### src/rtl/irq_level_arbiter.sv
module irq_level_arbiter #(
  parameter int NSRC      = 12,
  parameter int AW        = 5,
  parameter int VW        = 8,
  parameter int NMI_VEC   = 11,
  parameter int AUTO_BASE = 64
) (
  input  logic            clk,
  input  logic            rst_n,
  input  logic            nmi_i,
  input  logic [3:0]      irl_n_i,
  input  logic [NSRC-1:0] int_req_i,
  input  logic [3:0]      mask_i,
  input  logic            cfg_we_i,
  input  logic [AW-1:0]   cfg_addr_i,
  input  logic [15:0]     cfg_wdata_i,
  input  logic [VW-1:0]   ext_vec_i,
  input  logic            ack_i,
  output logic            irq_o,
  output logic [3:0]      irq_level_o,
  output logic [3:0]      ack_level_o,
  output logic [VW-1:0]   ack_vec_o
);
  localparam int LW = 4;
  localparam logic [AW-1:0] MODE_ADDR = '1;
  localparam logic [LW-1:0] TOP_LVL = '1;

  logic [LW-1:0] prio_q [NSRC];
  logic [VW-1:0] vec_q  [NSRC];
  logic          ext_mode_q;
  logic [LW-1:0] irl_s1, irl_s2;
  logic          nmi_q, nmi_pend;
  logic          pres_nmi, pres_ext;
  logic [VW-1:0] pres_vec;
  logic [LW-1:0] best_lvl;
  logic [VW-1:0] best_vec;
  logic          best_int;
  logic          win_valid, accept;

  assign accept    = ack_i & irq_o;
  assign win_valid = nmi_pend | (best_lvl > mask_i);

  always_ff @(posedge clk or negedge rst_n) begin
    if (!rst_n) begin
      for (int i = 0; i < NSRC; i++) begin
        prio_q[i] <= '0;
        vec_q[i]  <= '0;
      end
      ext_mode_q <= 1'b0;
    end else if (cfg_we_i) begin
      if (cfg_addr_i == MODE_ADDR) ext_mode_q <= cfg_wdata_i[0];
      for (int i = 0; i < NSRC; i++) begin
        if (cfg_addr_i == AW'(i)) begin
          prio_q[i] <= cfg_wdata_i[LW-1:0];
          vec_q[i]  <= cfg_wdata_i[8 +: VW];
        end
      end
    end
  end

  always_ff @(posedge clk or negedge rst_n) begin
    if (!rst_n) begin
      irl_s1   <= '0;
      irl_s2   <= '0;
      nmi_q    <= 1'b0;
      nmi_pend <= 1'b0;
    end else begin
      irl_s1   <= ~irl_n_i;
      irl_s2   <= irl_s1;
      nmi_q    <= nmi_i;
      nmi_pend <= (nmi_i & ~nmi_q) | (nmi_pend & ~(accept & pres_nmi));
    end
  end

  always_comb begin
    best_lvl = irl_s2;
    best_vec = VW'(AUTO_BASE) + VW'(irl_s2);
    best_int = 1'b0;
    for (int i = 0; i < NSRC; i++) begin
      if (int_req_i[i] && prio_q[i] > best_lvl) begin
        best_lvl = prio_q[i];
        best_vec = vec_q[i];
        best_int = 1'b1;
      end
    end
  end

  always_ff @(posedge clk or negedge rst_n) begin
    if (!rst_n) begin
      irq_o       <= 1'b0;
      irq_level_o <= '0;
      pres_vec    <= '0;
      pres_nmi    <= 1'b0;
      pres_ext    <= 1'b0;
      ack_level_o <= '0;
      ack_vec_o   <= '0;
    end else begin
      irq_o       <= win_valid & ~accept;
      irq_level_o <= nmi_pend ? TOP_LVL : best_lvl;
      pres_vec    <= nmi_pend ? VW'(NMI_VEC) : best_vec;
      pres_nmi    <= nmi_pend;
      pres_ext    <= ~nmi_pend & ~best_int & ext_mode_q;
      if (accept) begin
        ack_level_o <= irq_level_o;
        ack_vec_o   <= pres_ext ? ext_vec_i : pres_vec;
      end
    end
  end

  a_r8_ack_hold: assert property (@(posedge clk) disable iff (!rst_n)
    !accept |=> ($stable(ack_level_o) && $stable(ack_vec_o)));

  a_r8_drop_after_ack: assert property (@(posedge clk) disable iff (!rst_n)
    accept |=> !irq_o);

  a_r4_above_mask: assert property (@(posedge clk) disable iff (!rst_n)
    (irq_o && !pres_nmi) |-> (irq_level_o > $past(mask_i)));

  a_r6_nmi_served: assert property (@(posedge clk) disable iff (!rst_n)
    (nmi_pend && !accept) |=> (irq_o && irq_level_o == TOP_LVL));

  a_r5_level_nonzero: assert property (@(posedge clk) disable iff (!rst_n)
    irq_o |-> (irq_level_o != '0));
endmodule

### config.mk
export PLATFORM = sky130hd
export DESIGN_NAME = irq_level_arbiter
export DESIGN_NICKNAME = d
export VERILOG_FILES = /design/src/rtl/irq_level_arbiter.sv
export SDC_FILE = /design/constraint.sdc
export NUM_CORES = 1
export LEC_CHECK = 0
export ABC_AREA = 0
export BUFFER_PORTS_ARGS = -buffer_cell sky130_fd_sc_hd__buf_4
export CAP_MARGIN = 20
export CORE_AREA = 2 2 168 170
export CTS_CLUSTER_DIAMETER = 200
export CTS_CLUSTER_SIZE = 28
export DETAILED_ROUTE_END_ITERATION = 8
export DIE_AREA = 0 0 170 172
export PLACE_DENSITY = 0.6
export SLEW_MARGIN = 20
export SYNTH_ARGS = -nofsm -noshare
export SYNTH_HDL_FRONTEND = slang
export SYNTH_SLANG_ARGS = --single-unit
### constraint.sdc
create_clock -name clk -period 24.1 [get_ports clk]
set_input_delay 3.615 -clock clk [delete_from_list [all_inputs] [get_ports clk]]
set_output_delay 3.615 -clock clk [all_outputs]
set_load 0.01 [all_outputs]
-- Word level (Yosys, flattened, before mapping)
Cells that the tools add are included.
- register bits after elaboration: 182
- output and inout bits: 17
- input bits: 54
- $lt $le $gt $ge: 13
- bitwise gates (word level): 15
- add/subtract/negate cells: 1
- reductions and logical operators: 26
- equality and inequality tests: 12
- muxes and demuxes: 39
- operators by type and width (operator ; count):
    2-to-1 mux 8 bit ; 14
    > comparator 4 bit ; 13
    2-to-1 mux 4 bit ; 13
    AND reduction 2 bit ; 13
    == test 5 x 3 -> 1 bit (second input constant) ; 4
    == test 5 x 4 -> 1 bit (second input constant) ; 4
    logical AND 1 bit ; 12
    2-to-1 mux 1 bit ; 12
    == test 5 x 2 -> 1 bit (second input constant) ; 2
    adder 7 x 4 -> 8 bit (first input constant) ; 1
    bitwise AND 1 bit ; 7
    == test 5 x 1 -> 1 bit (second input constant) ; 1
    == test 5 bit (second input constant) ; 1
    zero test 5 bit ; 1
    NOT 1 bit ; 5
    NOT 4 bit ; 1
    OR 1 bit ; 2

-- Depth between registers and ports, before layout
Gate-level depths: netlist of run 1.
- depth after elaboration: 39
- mapped depth: 112

-- Least setup slack after synthesis of run 1
OpenSTA, ideal clock, no wires.
- path kind: input to register
- start: in int_req_i[0]
- end: reg irq_o
- stages: 102
- required time: 23981 ps
- library setup time: 119 ps
- arrival: 22239 ps
- path slack: 1742 ps
- path through: inv_1 > a211oi_4 > mux2i_1 > ha_1 > nand2b_1 > a31oi_1 > o221a_2 > nand3_1 > nand2_1 > o21ai_0 > inv_1 > ha_1 > a31o_2 > o31ai_2 > a32oi_2 > o21a_1 > clkbuf_1 > nand2_1 > [66 not listed] > buf_4 > nor2_8 > mux2_1 > ha_1 > nor2b_1 > o21a_1 > o21a_1 > o211a_1 > clkbuf_1 > nand2_1 > o21ai_1 > ha_1 > nor2b_1 > o21ai_0 > nand2b_1 > a21oi_1 > a41oi_1 > o21a_1
- cells in the longest elaborated chain, start to end: 38
- ends and longest elaborated chain (element ; line ; source):
    start, declared ; 12 ; input logic [NSRC-1:0] int_req_i,
    logical AND 1 bit * ; 80 ; if (int_req_i[i] && prio_q[i] > best_lvl) begin
    2-to-1 mux 4 bit * ; 80 ;
    > comparator 4 bit ; 80 ;
    logical AND 1 bit ; 80 ;
    2-to-1 mux 4 bit * ; 80 ;
    > comparator 4 bit ; 80 ;
    logical AND 1 bit ; 80 ;
    2-to-1 mux 4 bit * ; 80 ;
    [22 not listed] ; -- ;
    logical AND 1 bit ; 80 ;
    2-to-1 mux 4 bit * ; 80 ;
    > comparator 4 bit ; 80 ;
    logical AND 1 bit ; 80 ;
    2-to-1 mux 4 bit * ; 80 ;
    > comparator 4 bit * ; 41 ; assign win_valid = nmi_pend | (best_lvl > mask_i);
    OR 1 bit * ; 41 ;
    bitwise AND 1 bit * ; 98 ; irq_o <= win_valid & ~accept;
    end signal, assigned ; 98 ;
    end, declared ; 19 ; output logic irq_o,
Every way passes the cells marked *; elsewhere a longest branch is shown, timed or not.
A chain may end at the register's enable or synchronous reset.

-- Worst setup path after layout of run 1
Same ends and word-level chain as after synthesis.

==> results of run 1 <==
-- state kept, by name (all words and copies together) (netlist names) --
name / cells
irq_level_o: 4
irl_s2: 4
nmi_q: 1
ack_level_o: 4
irl_s1: 4
vec_q: 96
pres_vec: 8
irq_o: 1
nmi_pend: 1
pres_nmi: 1
ext_mode_q: 1
prio_q: 48
ack_vec_o: 8
pres_ext: 1
-- stage by stage --
stage                     hold WS, ns  cells  utilization
after floorplan                 0.331   1043            -
after CTS                       0.352   1461        0.450
after global placement          0.336   1429        0.429
final                           0.349   1465        0.451
after detailed placement        0.335   1429        0.429
after global routing            0.359   1465        0.451
-- layer usage --
metal	part of all wire	vias up
li1	-	3963
met1	0.49	4026
met2	0.47	112
met3	0.021	30
met4	0.018	0
met5	0	-
-- worst reg2reg max path: cells and delay by family (launching register included) --
kind	cells	cell delay, ns
buffers and inverters	11	1.33
AO/OA/AOI/OAI	39	7.51
AND/OR/NAND/NOR	31	4.88
multiplexers	8	2.08
flip-flops	1	0.41
adder cells (fa/ha/maj)	13	3.98
-- cell usage after synthesis, types with 4 or more instances --
master    count  area (sq um)
mux2_2      159          1790
nand2b_1     11          68.8
o211ai_1     17           128
nor2_1       26          97.6
o211a_1       4          40.0
a31oi_1      12          75.1
a21o_1        7          52.6
and3_1       16           100
clkbuf_1     52           195
a211oi_1     11          82.6
dfrtp_1     182          4550
mux2i_1      34           340
o221ai_1      5          43.8
xnor2_1       5          43.8
o311a_1       5          50.1
and2_1        6          37.5
nor4_1        4          25.0
nand3_1      29           145
nor2b_1       7          43.8
o21a_1        8          60.1
nand2_1     113           424
a21oi_1      27           135
o31ai_1       7          52.6
ha_1         33           413
o21ai_0      67           335
nor3b_1       5          37.5
inv_1        55           206
o21ai_1       6          30.0
nor3_1       15          75.1
nand4_1      11          68.8
-- final cells by class --
| class | count | area [sq um] |
|---|---|---|
| clock buffer | 18 | 439 |
| timing repair buffer | 101 | 762 |
| sequential | 182 | 4550 |
| clock inverter | 14 | 116 |
| multi-input combinational | 749 | 5880 |
| tap | 346 | 433 |
| inverter | 55 | 206 |
| fill | 2635 | 15100 |
-- how the worst max path moves through the flow --
stage                  from    end  slack, ns  cells past startpoint
3_5_place_dp   int_req_i[0]  irq_o       0.76                    101
6_report       int_req_i[0]  irq_o       1.65                    101
3_3_place_gp   int_req_i[0]  irq_o       0.71                     99
4_1_cts        int_req_i[0]  irq_o       1.10                    101
5_1_grt        int_req_i[0]  irq_o     -0.009                     99
2_1_floorplan  int_req_i[0]  irq_o       1.74                    102
-- kinds of logic after synthesis --
family	Yosys count	synth area share
adders and majority gates	35	0.0399
AOI/OAI and AO/OA	241	0.167
xor gates and xnor gates	9	0.00796
and+or+nand+nor	267	0.124
muxes	197	0.201
buffers and inverters	112	0.0395
DFF	182	0.420
-- report_power, final --
part           total (mW)  switching, mW  leakage [nW]  internal, mW
Clock               0.260          0.122         0.263         0.138
Combinational        1.14          0.638          3.08         0.504
Sequential          0.422         0.0478          2.28         0.374
Total                1.82          0.808          5.62          1.02
-- repair_timing --
item	4_1_cts	5_1_grt
buffers inserted	0	4
setup endpoints to repair	0	8
resized for setup	0	1
==> metrics.md, run 1 <==
| Metric | Value |
|---|---|
| Slew HR | 0.423 |
| Average cell area after synthesis | 10.4 sq um |
| Fin Clk Skew | 0.00777 ns |
| I/O pin cnt | 71 |
| CTS tree | built |
| GRT overflow | 0 |
| Area delta synth->final | 14.2% |
| Core area | 27500 sq um |
| Max Cap Viol | 0 |
| PD cells | 147 nW/um^2 |
| CP Max Fanout | 15 |
| Tmin final | 22.45 ns |
| Req. time, crit path | 24.47 ns |
| Setup TNS | 0 ns |
| CTS max path bufs | 2 |
| Clk root buf | clkbuf_16 |
| Nets@finish | 1193 |
| Yosys reg bits | 182 |
| Largest net degree at the start of global routing | 70 |
| Seq/Total Area, Yosys | 0.420 |
| Met1 Usage GRT | 0.245 |
| Pins Over Slew Limit | 0 |
| Hold buffers post-CTS | 0 |
| CTS sink count | 182 |
| DR pass1 iterations | 6 |
| Final hold vios | 0 |
| TritonCTS buffer count | 17 |
| Dpl hpwl | 18.1 mm |
| Initial core utilization | 0.395 |
| FFs w/ async S/R, synth | 1.00 |
| Gr busiest metal | met2 |
| Met3 Track Usage GR | 0.0272 |
| Port Buffers | 66 |
| Standard-cell row count | 61 |
| Most Frequent Cell on Critical Path | ha_1 |
| WL/cell | 16.7 um |
| Mapped Cells | 1043 |
| Setup Viol. Count Final | 0 |
| Total power | 1.82 mW |
| Hold_sp | irl_s1[2] |
| Max H-tree Level | 4 |
| Gpl congestion | 0.824 |
| Highest Clock Rate | 44.5 MHz |
| Critical path buffers and inverters | 11 |
| Post-route ant nets | 0 |
| Reg2reg start | prio_q[47] |
| Tcrit/Tclk final | 0.931 |
| Routed vias/inst | 5.55 |
| Synthesized cell area | 10900 sq um |
| LEAKAGE | 5.62 nW |
| Yosys synthesis warning count | 0 |
| Hold EP | irl_s2[2] |
| Hold Path Cell Cnt | 0 |
| Slowest cell on the critical path | or4_1 |
| Hold WC Path Type | flop to flop |
| Worst setup SP type | input port |
| Vias | 8131 |
| Drt drc | 0 |
| Critical path class | input port to flop |
| Slew @ Worst Pin | 0.866 ns |
| Layout cell share with drive strength beyond 1 | 0.298 |
| Clk Latency, worst-skew pair | 0.43 ns |
| Post-place setup slack | 0.762 ns |
| Final worst slack | 1.65 ns |
| Most common cell after layout, fill and taps aside | dfrtp_1 |
| Global-route wire length before repair | 41.2 mm |
| Die area | 29200 sq um |
| Synth Net Count | 1130 |
| Die Ht | 172 um |
| Grt met2 use | 0.284 |
| Post-synth cell types | 90 |
| Peak supply drop | 89.2 uV |
| WL final | 24.4 mm |
| Post-synth EDFFs | 0 |
| Vias in the first global route | 8062 |
| Most used DFF post-synth | dfrtp_1 |
| Max stage delay on crit path | 0.56 ns |
| Post-DP Area | 11800 sq um |
| Commonest non-fill, non-tap cells in the layout | 182 x dfrtp_1, 159 x mux2_2, 113 x nand2_1, 100 x buf_4, 67 x o21ai_0 |
| Initial antenna violation count | 0 |
| Critical path's top delay family | compound AO/OA/AOI/OAI gates |
| Worst setup EP type | flop |
| Ant diodes | 0 |
| Final Instance Area | 12400 sq um |
| Flop2flop setup slack | 3.87 ns |
| CTS clock-pin slew for the worst setup and hold paths | 0.07 ns |
| Die width | 170 um |
| Status | complete, no violations |
| Gr usage total | 0.176 |
| Depth of the worst register-to-register path | 102 |
| DRT iter0 DRCs | 451 |
| Reg-to-Reg End | irq_o |
| Arrival time at the worst endpoint | 22.82 ns |
No activity file was read; power rests on OpenSTA's default activity.
==> run 2: changes to the inputs <==
--- a/config.mk
+++ b/config.mk
@@ -8,12 +8,14 @@
 export ABC_AREA = 0
 export BUFFER_PORTS_ARGS = -buffer_cell sky130_fd_sc_hd__buf_4
 export CAP_MARGIN = 20
+export CELL_PAD_IN_SITES_DETAIL_PLACEMENT = 0
+export CELL_PAD_IN_SITES_GLOBAL_PLACEMENT = 1
 export CORE_AREA = 2 2 168 170
 export CTS_CLUSTER_DIAMETER = 200
 export CTS_CLUSTER_SIZE = 28
 export DETAILED_ROUTE_END_ITERATION = 8
 export DIE_AREA = 0 0 170 172
-export PLACE_DENSITY = 0.6
+export PLACE_DENSITY = 0.72
 export SLEW_MARGIN = 20
 export SYNTH_ARGS = -nofsm -noshare
 export SYNTH_HDL_FRONTEND = slang
==> run 2 against run 1 <==
Sequential share of layout area decreased by 0.37 points. Largest power group unchanged. First-iteration DRC count increased by 22%. Critical path type unchanged. Highest routed layer unchanged. Hold slack about the same.
==> metrics.md, run 2 (synthesized netlist as in run 1, its figures left out) <==
| Metric | Value |
|---|---|
| Worst setup SP type | input port |
| Drt drc | 0 |
| CTS sink count | 182 |
| Max stage delay on crit path | 0.55 ns |
| Dpl hpwl | 18.8 mm |
| WL final | 25.4 mm |
| TritonCTS buffer count | 17 |
| RSZ-0062 raised after global routing | no |
| Commonest non-fill, non-tap cells in the layout | 182 x dfrtp_1, 159 x mux2_2, 113 x nand2_1, 111 x buf_4, 67 x o21ai_0 |
| Final hold vios | 0 |
| Hold buffers post-CTS | 0 |
| Worst setup EP type | flop |
| Max Cap Viol | 0 |
| Fin Clk Skew | 0.00659 ns |
| Area delta synth->final | 15.3% |
| Clock Power Share | 0.141 |
| Ant diodes | 0 |
| Clk root buf | clkbuf_16 |
| Slew HR | 0.369 |
| Tmin final | 22.43 ns |
| Most flops, register | vec_q |
| DR pass1 iterations | 5 |
| Fill cells | 2619 |
| Hold WC Path Type | flop to flop |
| DRT iter0 DRCs | 548 |
| CTS max path bufs | 2 |
| Port Buffers | 66 |
| Post-route insts no fill | 1474 |
| PD cells | 152 nW/um^2 |
| Sw frac | 0.430 |
| CTS clock-pin slew for the worst setup and hold paths | 0.06 ns |
| Die area | 29200 sq um |
| Inst Count DP | 1441 |
| Max reg flops | 96 |
| Routed vias/inst | 5.59 |
| Tcrit/Tclk final | 0.931 |
| Global-route wire length before repair | 42.4 mm |
| Largest net degree at the start of global routing | 105 |
| CP Max Fanout | 15 |
| Post-route ant nets | 0 |
| Slowest cell on the critical path | or4_1 |
| Post-route core utilization | 0.456 |
| Die Ht | 172 um |
| Total power | 1.90 mW |
| Initial antenna violation count | 0 |
| Reg power frac | 0.222 |
| Setup Viol. Count Final | 0 |
| Setup TNS | 0 ns |
| Arrival time at the worst endpoint | 22.74 ns |
| Nets@finish | 1205 |
| Status | complete, no violations |
| Vias | 8234 |
| Standard-cell row count | 61 |
| Layout cell share with drive strength beyond 1 | 0.303 |
| Critical path class | input port to flop |
| Initial core utilization | 0.395 |
| Gr usage total | 0.181 |
| Vias in the first global route | 8302 |
| Gpl congestion | 0.812 |
| Max H-tree Level | 4 |
| Die width | 170 um |
| Most Frequent Cell on Critical Path | ha_1 |
| Highest Clock Rate | 44.6 MHz |
| Hold WS | 0.349 ns |
| Peak supply drop | 92.0 uV |
| I/O pin cnt | 71 |
| WL/cell | 17.3 um |
| Most common cell after layout, fill and taps aside | dfrtp_1 |
| Req. time, crit path | 24.41 ns |
| Comb pwr share | 0.636 |
| Pins Over Slew Limit | 0 |
| Largest regs | vec_q x96, prio_q x48 |
| GRT overflow | 0 |
| Net Sw Power | 0.815 mW |
| Pint | 1.08 mW |
| LEAKAGE | 5.70 nW |
| CTS tree | built |
| Core area | 27500 sq um |
| Slew @ Worst Pin | 0.946 ns |
| Clk Latency, worst-skew pair | 0.43 ns |
==> run 2: changes by cell type in the layout (fill, tap and decap cells not counted), sizes merged <==
cell / previous run / this run
inv: 63 / 55
clkinv: 2 / 4
clkbuf: 18 / 21
clkinvlp: 4 / 2
bufinv: 0 / 2
buf: 101 / 113
==> run 2: final timing paths <==
check	depth (start not counted)	slack [ns]	from	end
setup / recovery	101	1.67	int_req_i[0]	irq_o
hold / removal	0	0.35	irl_s1[0]	irl_s2[0]
setup reg to reg	101	3.88	prio_q[46]	irq_o
hold reg to reg	0	0.35	irl_s1[0]	irl_s2[0]
max in group asynchronous	3	19.57	rst_n	irl_s2[2]
min in group asynchronous	1	3.29	rst_n	ack_level_o[1]
==> run 2: metrics by stage <==
step / setup slack [ns] / area, sq um
5_1_grt: 0.0473 / 12500
2_1_floorplan: 1.74 / 10900
3_5_place_dp: 0.766 / 11900
4_1_cts: 1.13 / 12500
6_report: 1.67 / 12500
3_3_place_gp: 0.751 / 11900
==> run 2: metal layers <==
| metal | wire length (um) | vias up | GRT usage |
|---|---|---|---|
| met5 | 0 | - | 0 |
| met4 | 355 | 0 | 0.0465 |
| met1 | 12300 | 4110 | 0.247 |
| met3 | 698 | 26 | 0.0277 |
| li1 | - | 3989 | - |
| met2 | 12100 | 109 | 0.301 |
==> run 2: power by group through the flow <==
stage	registers, mW	logic [mW]	clock network, mW
4_1_cts	0.422	1.21	0.274
3_3_place_gp	0.425	1.19	0
3_5_place_dp	0.428	1.20	0
5_1_grt	0.432	1.34	0.288
2_1_floorplan	0.412	0.835	0
6_report	0.422	1.21	0.269
==> run 2: worst max-delay path, delay by kind of cell <==
family | cells | cell delay (ns)
buffers and inverters | 11 | 1.42
and+or+nand+nor | 32 | 4.98
muxes | 8 | 2.17
AOI/OAI and AO/OA | 38 | 7.31
adders and majority gates | 12 | 3.21
==> run 2: repair_timing <==
action / 4_1_cts / 5_1_grt
setup endpoints to repair: 0 / 10
buffers inserted: 0 / 3
resized for setup: 0 / 3
==> run 2: area by class of cell <==
class	instances	area [sq um]	share of cell area
clock buffer	21	460	0.0368
clock inverter	8	103	0.00820
inverter	55	206	0.0165
multi-input combinational	749	5890	0.470
sequential	182	4550	0.364
tap	346	433	0.0346
timing repair buffer	113	872	0.0697
==> run 3: changes to the inputs <==
--- a/config.mk
+++ b/config.mk
@@ -8,14 +8,16 @@
 export ABC_AREA = 0
 export BUFFER_PORTS_ARGS = -buffer_cell sky130_fd_sc_hd__buf_4
 export CAP_MARGIN = 20
-export CELL_PAD_IN_SITES_DETAIL_PLACEMENT = 0
-export CELL_PAD_IN_SITES_GLOBAL_PLACEMENT = 1
+export CELL_PAD_IN_SITES_DETAIL_PLACEMENT = 2
+export CELL_PAD_IN_SITES_GLOBAL_PLACEMENT = 2
 export CORE_AREA = 2 2 168 170
 export CTS_CLUSTER_DIAMETER = 200
 export CTS_CLUSTER_SIZE = 28
 export DETAILED_ROUTE_END_ITERATION = 8
 export DIE_AREA = 0 0 170 172
-export PLACE_DENSITY = 0.72
+export GPL_ROUTABILITY_DRIVEN = 0
+export PLACE_DENSITY = 0.83
+export RECOVER_POWER = 100
 export SLEW_MARGIN = 20
 export SYNTH_ARGS = -nofsm -noshare
 export SYNTH_HDL_FRONTEND = slang
==> run 3 against run 2 <==
The flow now finishes with violations (max-capacitance violations, max-slew violations). Cell count up 1.8%. Design area increased by 1.7%. Worst setup slack lost 1.1 ns. Combinational power rose by 22%. Utilization is 0.79 points higher. First-iteration DRC count shrank 5.5%. Clock-buffer cell count decreased by 2. Sequential cell count stayed put. Hold slack better by 0.0027 ns. Sequential share of layout area shrank 0.62 points. Largest power group unchanged.
==> metrics.md, run 3 (synthesized netlist as in run 1, its figures left out) <==
| Metric | Value |
|---|---|
| Status | complete, but fails checks |
| Violated checks | max-capacitance violations, max-slew violations |
| Peak supply drop | 81.8 uV |
| Hold WC Path Type | flop to flop |
| Initial antenna violation count | 0 |
| FF/Latch Area | 4550 sq um |
| CTS sink count | 182 |
| Die area | 29200 sq um |
| Area delta synth->final | 17.3% |
| Drt drc | 0 |
| Vias in the first global route | 10400 |
| CTS max path bufs | 2 |
| DR pass1 iterations | 5 |
| CTS clock-pin slew for the worst setup and hold paths | 0.08 ns |
| Nets@finish | 1229 |
| Slew HR | -2.81 |
| Highest Clock Rate | 42.4 MHz |
| Most Frequent Cell on Critical Path | ha_1 |
| Critical path's top delay family | compound AO/OA/AOI/OAI gates |
| Ant diodes | 0 |
| DRT iter0 DRCs | 518 |
| Vias | 9287 |
| Layout cell share with drive strength beyond 1 | 0.293 |
| Arrival time at the worst endpoint | 23.96 ns |
| Gr usage total | 0.276 |
| Max stage delay on crit path | 0.47 ns |
| Tcrit/Tclk final | 0.978 |
| Core area | 27500 sq um |
| Fill cells | 2805 |
| Most common cell after layout, fill and taps aside | dfrtp_1 |
| Crit path from | int_req_i[0] |
| Slew @ Worst Pin | 5.71 ns |
| Final hold vios | 0 |
| Routed vias/inst | 6.19 |
| Setup Viol. Count Final | 0 |
| I/O pin cnt | 71 |
| TritonCTS buffer count | 17 |
| Dpl hpwl | 24.6 mm |
| Max Cap Viol | 2 |
| Multi-input logic area | 6020 sq um |
| Largest net degree at the start of global routing | 106 |
| Pins Over Slew Limit | 185 |
| GRT overflow | 0 |
| CTS tree | built |
| Tmin final | 23.57 ns |
| WL final | 41.1 mm |
| Commonest non-fill, non-tap cells in the layout | 182 x dfrtp_1, 133 x mux2_2, 112 x nand2_1, 108 x buf_4, 65 x o21ai_0 |
| Post-route ant nets | 0 |
| Slowest cell on the critical path | o32a_4 |
| Clk Latency, worst-skew pair | 0.45 ns |
| Critical path class | input port to flop |
| Die Ht | 172 um |
| Largest regs | vec_q x96, prio_q x48 |
| Most flops, register | vec_q |
| Fin Clk Skew | 0.0124 ns |
| Max H-tree Level | 4 |
| Die width | 170 um |
| WL/cell | 27.4 um |
| Setup TNS | 0 ns |
| Standard-cell row count | 61 |
| Worst setup EP type | flop |
| Worst setup SP type | input port |
| Reg2reg start | prio_q[47] |
| Post-place setup slack | -0.302 ns |
| Clk root buf | clkbuf_16 |
| Max reg flops | 96 |
| Critical path buffers and inverters | 12 |
| PD cells | 174 nW/um^2 |
| Req. time, crit path | 24.49 ns |
| Hold_sp | irl_s1[1] |
| Inst Count DP | 1453 |
| Post-route insts no fill | 1501 |
| Final worst slack | 0.528 ns |
| LEAKAGE | 5.75 nW |
| Port Buffers | 66 |
| Global-route wire length before repair | 61.9 mm |
| Initial core utilization | 0.395 |
| CP Max Fanout | 8 |
-- run 3: cell types whose count changed in the layout (fill, tap and decap cells not counted), sizes merged --
cell / change
bufinv: -1
inv: +8
buf: -5
clkbuf: +27
clkinv: -3
clkinvlp: +1
-- run 3: per-layer routing --
layer | wire length [um] | global-route usage | share of wire | up-vias
met4 | 1190 | 0.0933 | 0.029 | 0
met1 | 16900 | 0.339 | 0.41 | 4926
met3 | 1230 | 0.0410 | 0.030 | 100
met2 | 21800 | 0.499 | 0.53 | 242
li1 | - | - | - | 4019
met5 | 0 | 0 | 0 | -
-- run 3: path summary, 6_finish.rpt --
path,to,cells after the start,slack [ns]
min in group asynchronous,ack_level_o[3],1,5.26
max in group asynchronous,vec_q[20],2,12.72
worst max-delay path,irq_o,96,0.53
worst min register to register,irl_s2[1],0,0.35
worst min-delay path,irl_s2[1],0,0.35
worst max register to register,irq_o,96,2.66
-- run 3: layout make-up --
type,count,area share
Multi-Input combinational cell,749,0.473
Sequential cell,182,0.358
Timing Repair Buffer,137,0.0740
Clock buffer,19,0.0348
Tap cell,346,0.0340
Inverter,55,0.0162
Clock inverter,13,0.0107
-- run 3: repair_timing --
item,4_1_cts,5_1_grt
pin swaps,1,9
hold buffers,0,0
gates resized for setup,4,29
endpoints found under the setup margin,8,14
hold endpoints to repair,0,0
setup buffers,4,11
-- run 3: power breakdown --
part           switching [mW]  total (mW)  internal [mW]
combinational           0.867        1.48          0.617
sequential             0.0639       0.438          0.374
clock                   0.141       0.290          0.149
total                    1.07        2.21           1.14
-- run 3: metrics by stage --
stage	hold slack (ns)	area, sq um	power, mW	util
final	0.351	12700	2.21	0.463
after global routing	0.374	12700	2.33	0.463
after CTS	0.354	12600	2.14	0.458
after detailed placement	0.337	12000	1.75	0.436
after global placement	0.333	12000	1.66	0.436
after floorplan	0.331	10900	1.25	-
